--- src/rtl/pnc_pkg.sv ---
package pnc_pkg;

    localparam int NREG   = 16;
    localparam int BYTE_W = 8;
    localparam int MAXW   = 12;

    localparam int REG_W [NREG] = '{5, 6, 7, 8, 9, 10, 11, 12,
                                    5, 6, 7, 8, 9, 10, 11, 12};

    localparam int REG_P [NREG] = '{31, 61, 127, 251, 509, 1021, 2039, 4093,
                                    29, 59, 113, 241, 503, 1019, 2029, 4091};

    localparam logic [MAXW-1:0] REG_TAP [NREG] = '{
        12'h014, 12'h030, 12'h060, 12'h0B8, 12'h110, 12'h240, 12'h500, 12'h829,
        12'h014, 12'h030, 12'h060, 12'h0B8, 12'h110, 12'h240, 12'h500, 12'h829};

    localparam logic [MAXW-1:0] SEED_PAT = 12'h001;

    typedef enum logic [2:0] {
        NX_HOLD,
        NX_LOAD,
        NX_RESCUE,
        NX_WRAP,
        NX_SHIFT
    } nx_sel_e;

    function automatic int reg_off(input int idx);
        int acc;
        acc = 0;
        for (int k = 0; k < idx; k++) acc += REG_W[k];
        return acc;
    endfunction

    localparam int STATE_W = reg_off(NREG);

    function automatic logic [MAXW-1:0] width_mask(input int w);
        return {MAXW{1'b1}} >> (MAXW - w);
    endfunction

    function automatic logic [MAXW-1:0] plain_step(input logic [MAXW-1:0] s,
                                                   input int w,
                                                   input logic [MAXW-1:0] taps);
        logic fbit;
        fbit = ^(s & taps);
        return ((s << 1) | {{(MAXW-1){1'b0}}, fbit}) & width_mask(w);
    endfunction

    // State reached after p-1 plain steps from the seed: the last state of the prime cycle.
    function automatic logic [MAXW-1:0] wrap_point(input int w,
                                                   input logic [MAXW-1:0] taps,
                                                   input int p,
                                                   input logic [MAXW-1:0] seed);
        logic [MAXW-1:0] s;
        s = seed;
        for (int k = 0; k < p - 1; k++) s = plain_step(s, w, taps);
        return s;
    endfunction

endpackage

--- src/rtl/pnc_inject.sv ---
module pnc_inject
    import pnc_pkg::*;
(
    input  logic              msg_valid,
    input  logic [BYTE_W-1:0] msg_byte,
    output logic [NREG-1:0]   flips
);

    for (genvar i = 0; i < NREG; i++) begin : g_map
        always_comb flips[i] = msg_valid & msg_byte[i % BYTE_W];
    end

endmodule

--- src/rtl/pnc_cell.sv ---
module pnc_cell
    import pnc_pkg::*;
#(
    parameter int              W     = 5,
    parameter logic [MAXW-1:0] TAPS  = 12'h014,
    parameter int              PRIME = 31,
    parameter logic [MAXW-1:0] SEED  = 12'h001
) (
    input  logic         clk,
    input  logic         rst_n,
    input  logic         step_en,
    input  logic         load_en,
    input  logic [W-1:0] load_val,
    input  logic         inj,
    output logic         msb
);

    localparam logic [MAXW-1:0] TERM_FULL = wrap_point(W, TAPS, PRIME, SEED);
    localparam logic [W-1:0]    TERM      = TERM_FULL[W-1:0];
    localparam logic [W-1:0]    SEED_W    = SEED[W-1:0];
    localparam logic [W-1:0]    TAP_W     = TAPS[W-1:0];

    logic [W-1:0] st;
    logic [W-1:0] st_nx;
    logic [W-1:0] shifted;
    logic         fbit;
    nx_sel_e      sel;

    always_comb begin
        fbit    = (^(st & TAP_W)) ^ inj;
        shifted = {st[W-2:0], fbit};
    end

    always_comb begin
        if (load_en)           sel = NX_LOAD;
        else if (!step_en)     sel = NX_HOLD;
        else if (st == '0)     sel = NX_RESCUE;
        else if (st == TERM)   sel = NX_WRAP;
        else                   sel = NX_SHIFT;
    end

    always_comb begin
        unique case (sel)
            NX_LOAD:   st_nx = load_val;
            NX_HOLD:   st_nx = st;
            NX_RESCUE: st_nx = SEED_W ^ W'(inj);
            NX_WRAP:   st_nx = SEED_W ^ W'(inj);
            NX_SHIFT:  st_nx = shifted;
            default:   st_nx = st;
        endcase
    end

    always_ff @(posedge clk or negedge rst_n) begin
        if (!rst_n) st <= SEED_W;
        else        st <= st_nx;
    end

    always_comb msb = st[W-1];

    assert_load_wins_R7: assert property (@(posedge clk) disable iff (!rst_n)
        load_en |=> st == $past(load_val));

    assert_idle_hold_R6: assert property (@(posedge clk) disable iff (!rst_n)
        (!load_en && !step_en) |=> $stable(st));

    assert_zero_rescue_R5: assert property (@(posedge clk) disable iff (!rst_n)
        (step_en && !load_en && !inj && st == '0) |=> st == SEED_W);

    assert_prime_wrap_R4: assert property (@(posedge clk) disable iff (!rst_n)
        (step_en && !load_en && !inj && st == TERM) |=> st == SEED_W);

    assert_shift_path_R3: assert property (@(posedge clk) disable iff (!rst_n)
        (step_en && !load_en && st != '0 && st != TERM) |=> st[W-1:1] == $past(st[W-2:0]));

endmodule

--- src/rtl/prime_ctr_bank.sv ---
module prime_ctr_bank
    import pnc_pkg::*;
(
    input  logic               clk,
    input  logic               rst_n,
    input  logic               step_en,
    input  logic               load_en,
    input  logic [STATE_W-1:0] load_state,
    input  logic               msg_valid,
    input  logic [BYTE_W-1:0]  msg_byte,
    output logic [NREG-1:0]    ctr_bits
);

    logic [NREG-1:0] flips;

    pnc_inject u_inject (
        .msg_valid (msg_valid),
        .msg_byte  (msg_byte),
        .flips     (flips)
    );

    for (genvar i = 0; i < NREG; i++) begin : g_reg
        localparam int RW  = REG_W[i];
        localparam int OFF = reg_off(i);

        pnc_cell #(
            .W     (RW),
            .TAPS  (REG_TAP[i]),
            .PRIME (REG_P[i]),
            .SEED  (SEED_PAT)
        ) u_cell (
            .clk      (clk),
            .rst_n    (rst_n),
            .step_en  (step_en),
            .load_en  (load_en),
            .load_val (load_state[OFF +: RW]),
            .inj      (flips[i]),
            .msb      (ctr_bits[i])
        );
    end

    assert_quiet_byte_R9: assert property (@(posedge clk) disable iff (!rst_n)
        !msg_valid |-> flips == '0);

    assert_pair_match_R8: assert property (@(posedge clk) disable iff (!rst_n)
        flips[NREG/2-1:0] == flips[NREG-1:NREG/2]);

endmodule

--- config.mk ---
export PLATFORM = sky130hd
export DESIGN_NAME = prime_ctr_bank
export DESIGN_NICKNAME = d
export VERILOG_FILES = /design/src/rtl/pnc_pkg.sv /design/src/rtl/pnc_inject.sv /design/src/rtl/pnc_cell.sv /design/src/rtl/prime_ctr_bank.sv
export SDC_FILE = /design/constraint.sdc
export NUM_CORES = 1
export LEC_CHECK = 0
export ABC_AREA = 1
export BUFFER_PORTS_ARGS = -buffer_cell sky130_fd_sc_hd__buf_2
export CAP_MARGIN = 25
export CORE_MARGIN = 2
export CORE_UTILIZATION = 55
export DETAILED_ROUTE_END_ITERATION = 12
export PLACE_DENSITY = 0.93
export SYNTH_ARGS = -nofsm -noshare
export SYNTH_HDL_FRONTEND = slang
export SYNTH_SLANG_ARGS = --single-unit
--- constraint.sdc ---
create_clock -name clk -period 1.4 [get_ports clk]
set_input_delay 0.35 -clock clk [delete_from_list [all_inputs] [get_ports clk]]
set_output_delay 0.35 -clock clk [all_outputs]
set_load 0.01 [all_outputs]
# ---- Yosys cells after proc, flatten, opt, wreduce, memory -nomap -nowiden
# Cells that the tools add are included.
dict set report classes {
  bitwise 32
  reduce_logical 64
  n_eq_ne 80
  mux 80
}
# operator n
set op_table {}
lappend op_table {{$mux W3} 64}
lappend op_table {{$eq A3 B2 Y1 const B} 32}
lappend op_table {{$pmux W12 S3} 2}
lappend op_table {{$pmux W11 S3} 2}
lappend op_table {{$pmux W10 S3} 2}
lappend op_table {{$pmux W9 S3} 2}
lappend op_table {{$eq A3 B1 Y1 const B} 16}
lappend op_table {{$eq A3 B3 Y1 const B} 16}
lappend op_table {{$pmux W8 S3} 2}
lappend op_table {{$reduce_bool A3 Y1} 16}
lappend op_table {{$pmux W7 S3} 2}
lappend op_table {{$pmux W6 S3} 2}
lappend op_table {{$reduce_or A2 Y1} 16}
lappend op_table {{$pmux W5 S3} 2}
lappend op_table {{$logic_not A12 Y1} 2}
lappend op_table {{$reduce_xor A12 Y1} 2}
lappend op_table {{$eq A11 B11 Y1 const B} 2}
lappend op_table {{$logic_not A11 Y1} 2}
lappend op_table {{$reduce_xor A11 Y1} 2}
lappend op_table {{$logic_not A10 Y1} 2}
lappend op_table {{$reduce_xor A10 Y1} 2}
lappend op_table {{$logic_not A9 Y1} 2}
lappend op_table {{$reduce_xor A9 Y1} 2}
lappend op_table {{$logic_not A8 Y1} 2}
lappend op_table {{22 further kinds} 60}
dict set report totals {
  inputBits 149
  output_inout_bits 16
  elab_cells 272
  register_bits 136
}

# ---- Longest topological paths before layout
dict set report logic_depth {
  depth_word 8
  depth_mapped 9
  depth_no_buf 9
}

# ---- Modules after synthesis
# A second synthesis with hierarchy kept.
dict set report unflattened {
  cells_unflattened 1142
  area_unflattened_um2 8341.8
}
# module n_inst area_each_um2 cells_per_inst seq_area_each_um2
set by_module_without_submodules {}
lappend by_module_without_submodules {{pnc_cell at g_reg[7].u_cell} 1 700.7 93 301.5}
lappend by_module_without_submodules {{pnc_cell at g_reg[15].u_cell} 1 676.9 95 301.5}
lappend by_module_without_submodules {{pnc_cell at g_reg[6].u_cell} 1 651.9 91 276.5}
lappend by_module_without_submodules {{pnc_cell at g_reg[14].u_cell} 1 643.1 93 276.5}
lappend by_module_without_submodules {{pnc_cell at g_reg[13].u_cell} 1 630.6 90 251.5}
lappend by_module_without_submodules {{pnc_cell at g_reg[5].u_cell} 1 614.3 77 251.5}
lappend by_module_without_submodules {{pnc_cell at g_reg[4].u_cell} 1 551.8 76 226.5}
lappend by_module_without_submodules {{pnc_cell at g_reg[3].u_cell} 1 545.5 69 201.4}
lappend by_module_without_submodules {{pnc_cell at g_reg[11].u_cell} 1 523.0 76 201.4}
lappend by_module_without_submodules {{pnc_cell at g_reg[12].u_cell} 1 516.7 60 226.5}
lappend by_module_without_submodules {{pnc_cell at g_reg[10].u_cell} 1 457.9 59 176.4}
lappend by_module_without_submodules {{pnc_cell at g_reg[1].u_cell} 1 396.6 53 151.4}
lappend by_module_without_submodules {{pnc_cell at g_reg[2].u_cell} 1 382.9 54 176.4}
lappend by_module_without_submodules {{pnc_cell at g_reg[9].u_cell} 1 375.4 51 151.4}
lappend by_module_without_submodules {{3 more rows} -- -- -- --}

# ---- Worst setup path after synthesis
# OpenSTA, ideal clock, no wires.
dict set report synth_timing {
  path_kind {register -> register}
  start {reg g_reg[3].u_cell.st[4]}
  end {reg g_reg[3].u_cell.st[0]}
  n_path_buf 0
  setup_time_ns 0.080
  t_required_ns 1.320
  arrival_ns 1.204
  path_slack_ns 0.117
  synth_period_minus_slack_ns 1.283
  path_stages_with_launch 10
  path_cell_list {dfrtp_1 -> inv_1 -> ha_1 -> inv_1 -> o21ai_0 -> nand3_1 -> nand2_1 -> nand2_1 -> nand3_1 -> nand2_1}
}
dict set report synth_between {
  elab_chain_cells 8
  word_cells_on_any_way 15
  cone_classes {eq/ne (5); mux (5); bitwise (1); reduce/logical (4)}
}
# element line_no
set synth_rtl {}
lappend synth_rtl {{start, declared} pnc_cell.sv:23} ;# logic [W-1:0] st;
lappend synth_rtl {{start signal, assigned} pnc_cell.sv:55} ;# else st <= st_nx;
lappend synth_rtl {{$eq A8 B7 Y1} pnc_cell.sv:38} ;# else if (st == TERM) sel = NX_WRAP;
lappend synth_rtl {{$mux W3} pnc_cell.sv:38}
lappend synth_rtl {{$mux W3} pnc_cell.sv:37} ;# else if (st == '0) sel = NX_RESCUE;
lappend synth_rtl {{$mux W3} pnc_cell.sv:36} ;# else if (!step_en) sel = NX_HOLD;
lappend synth_rtl {{$mux W3} pnc_cell.sv:35} ;# if (load_en) sel = NX_LOAD;
lappend synth_rtl {{$eq A3 B2 Y1} pnc_cell.sv:43} ;# unique case (sel)
lappend synth_rtl {{$reduce_or A2 Y1 (no line)} --}
lappend synth_rtl {{$pmux W8 S3 or $reduce_bool A3 Y1 (tied branches)} --}
# Parallel ways exist; a longest one is shown, timed or not.
# A chain may end at the register's enable or synchronous reset.

# ---- Worst setup path after layout
dict set report layout_timing {
  start {reg g_reg[13].u_cell.st[9]}
  end {out ctr_bits[13]}
}
# element line_no
set layout_lines {}
lappend layout_lines {{start, declared} pnc_cell.sv:23}
lappend layout_lines {{start signal, assigned} pnc_cell.sv:55}
lappend layout_lines {{end, declared} prime_ctr_bank.sv:11} ;# output logic [NREG-1:0] ctr_bits
# No word-level cell between the ends.

==> impl_metrics.yaml <==
place:
  place_congestion: 0.933
  port_buffers: 164
  hpwlAfterDp_um: 13800
  dpl_cell_area_um2: 8580
detailed_routing:
  dr.pass1.iters: 7
  vias: 7415
  viasPerCell: 5.53
  drc: 0
  wire_per_inst_um: 15.1
  postRouteWirelength_um: 20300
  drt_iter0_markers: 887
  antenna_left: 0
setup_path:
  path_cells: "buf_6, buf_6"
  cpMostUsedCell: "buf_6"
  critical_path_arrival_ps: 1040
  cp_top_family: "flip-flops"
  critPathMaxFanout: 3
  start_kind: "register"
  cp_slowest_cell: "dfrtp_1"
  rr_worst_depth: 8
  critPathKind: "reg2out"
  cp_num_buf_inv: 2
  path_depth: 2
  cp_slowest_stage_delay_ps: 380
  cp.required_ps: 1050
  end_kind: "output pin"
final_layout:
  area_growth_syn_to_layout_pct: 26.9
  nets: 1309
  reg.largest.list: "g.u_cell.st: 136 flops"
  fill_cells: 1021
  final_area_um2: 9400
  top_register: "g.u_cell.st"
  largest_reg_flops: 136
  drive_gt1_share_pct: 25.8
grt:
  antenna_found_initial: 1
  grt_usage_pct: 28.9
  grt_pass1_vias: 7046
  grt_start_max_net_pins: 60
  grt_overflow_total: 0
  grt_pass1_wl_um: 32900
floorplan:
  ioPinCount: 165
  fp.coreArea_um2: 13200
  rows: 42
  die_area_um2: 14400
  start_util_pct: 56.1
  fp.dieW_um: 120
  dieHeight_um: 120
clock_network:
  clk_pin_slew_ps: 60
  clock-sinks: 136
  clockRootBuffer: "clkbuf_16"
  tritoncts: "built"
  clockBufferDepth: 2
  cts_buffers: 17
  insertion_delay_ps: 430
  cts_htree_levels: 4
logic_synthesis:
  syn-instance-count: 973
  syn_avg_cell_area_um2: 7.61
  syn-num-nets: 1130
  ys_ff_latch: 136
  synth_top_area_share_pct: 40.6
  netlist_area_um2: 7400
  yosysSeqAreaShare_pct: 46.2
  synth_area_leaders: "dfrtp_1 41%, nand2_1 19%, nand3_1 7.3%, dfstp_2 5.7%, a22oi_1 4.8%"
  synth_largest_area_cell: "dfrtp_1"
  ys_warn_count: 0
  ys_types: 30
timing:
  setup_viol: 0
  maxSlewHeadroom_pct: 75.2
  hold_viol_final: 0
  period_minus_slack_ps: 1390
  skew_ps: 6.31
  maxClockFrequency_mhz: 718
  slew_viol_final: 0
  rsz0062_at_grt: "true"
  worstMarginPinSlew_ps: 372
  hold_slack_ps: 134
  period_share_pct: 99.5
outcome:
  status: "completed"
power:
  p_leak_nw: 4.73
  power_density_nw_per_um2: 1240
  peakVddDrop_uv: 925
  power.total_w: 0.0116
run:
  max-cap-violations: 0
hold_path:
  hold_path.class: "in2reg"
  min_path_cells: 3
## synthesized netlist by cell type
cell type  count
nand2_1      366
dfrtp_1      120
nand3_1      108
nor2_1        74
inv_1         67
a22oi_1       47
buf_2         25
o21ai_0       22
buf_4         17
dfstp_2       16
o211ai_1      16
nand4_1       15
xnor2_1       13
a21oi_1        9
clkbuf_1       9
ha_1           8
xor2_1         7
nor2_4         5
nor3_1         5
o22ai_1        5
or2_2          4
nor2_2         3
and2_1         2
buf_1          2
buf_6          2
o221ai_1       2
a31oi_1        1
inv_2          1
nand3b_1       1
nor2_8         1
## repair_timing
| item | in CTS | in global routing |
|---|---|---|
| endpoints found under the hold margin | 23 | 0 |
| resized for setup | 11 | 37 |
| hold buffers | 1 | 0 |
| pin swaps | 1 | 12 |
| buffers inserted | 1 | 7 |
| endpoints found under the setup margin | 36 | 56 |
| cloned | 1 | 1 |
## routing by layer
layer / vias to the layer above / wire (µm) / GRT usage (%)
li1: 3525 / - / -
met4: 0 / 373 / 11.8
met1: 3506 / 8640 / 38.7
met5: - / 0 / 0
met3: 32 / 1500 / 5.47
met2: 352 / 9780 / 46.4
## final cells by class
type / instances / area (µm²) / area share, %
Inverter: 68 / 255 / 2.72
Timing Repair Buffer: 213 / 1350 / 14.4
Clock buffer: 22 / 454 / 4.83
Tap cell: 176 / 220 / 2.34
Multi-Input combinational cell: 716 / 3530 / 37.6
Antenna cell: 1 / 2.50 / 0.0266
Sequential cell: 136 / 3430 / 36.5
Clock inverter: 10 / 150 / 1.60
## cells by family after synthesis
family                     synth area share [%]
AOI/OAI and AO/OA                          9.23
xor gates and xnor gates                   2.37
adders and majority gates                  1.35
buffers and inverters                      7.72
DFF                                        46.2
and+or+nand+nor                            33.1
## report_power, final
group,internal (W),switching (W)
Sequential,0.00442,0.000410
Combinational,0.000952,0.00119
Clock,0.00301,0.00167
## stage by stage
step	setup slack, ps	util, %	cells	TNS, ps
after detailed placement	-286	65.1	1302	-9880
after global routing	-75.4	71.2	1342	-711
final	6.52	71.2	1342	0
after CTS	-9.44	70.0	1334	-9.44
after global placement	-220	65.1	1302	-6750
after floorplan	117	-	973	0
## cells in the final DEF, fill, tap and decap left out, types with 10 or more instances in the layout
| cell | count |
|---|---|
| nand3_1 | 107 |
| a22oi_1 | 47 |
| nand4_1 | 15 |
| nand2_1 | 359 |
| o211ai_1 | 16 |
| clkbuf_16 | 17 |
| o21ai_0 | 15 |
| xnor2_1 | 13 |
| buf_12 | 10 |
| dfrtp_1 | 114 |
| inv_1 | 63 |
| buf_4 | 38 |
| buf_2 | 158 |
| dfstp_2 | 16 |
| nor2_1 | 70 |
## worst min-delay path: stages
cell and delay (ps):
buf_2 70, nand2_1 40, nand3_1 60
## worst paths after layout
path	startpoint	end	slack (ps)
min	load_state[111]	g_reg[13].u_cell.st[8]	130
min reg2reg	g_reg[5].u_cell.st[1]	g_reg[5].u_cell.st[2]	470
min in group asynchronous	rst_n	g_reg[6].u_cell.st[1]	370
max	g_reg[13].u_cell.st[9]	ctr_bits[13]	7
max in group asynchronous	rst_n	g_reg[12].u_cell.st[0]	480
max reg2reg	g_reg[14].u_cell.st[0]	g_reg[14].u_cell.st[4]	30
(Power assumes the default switching activity.)
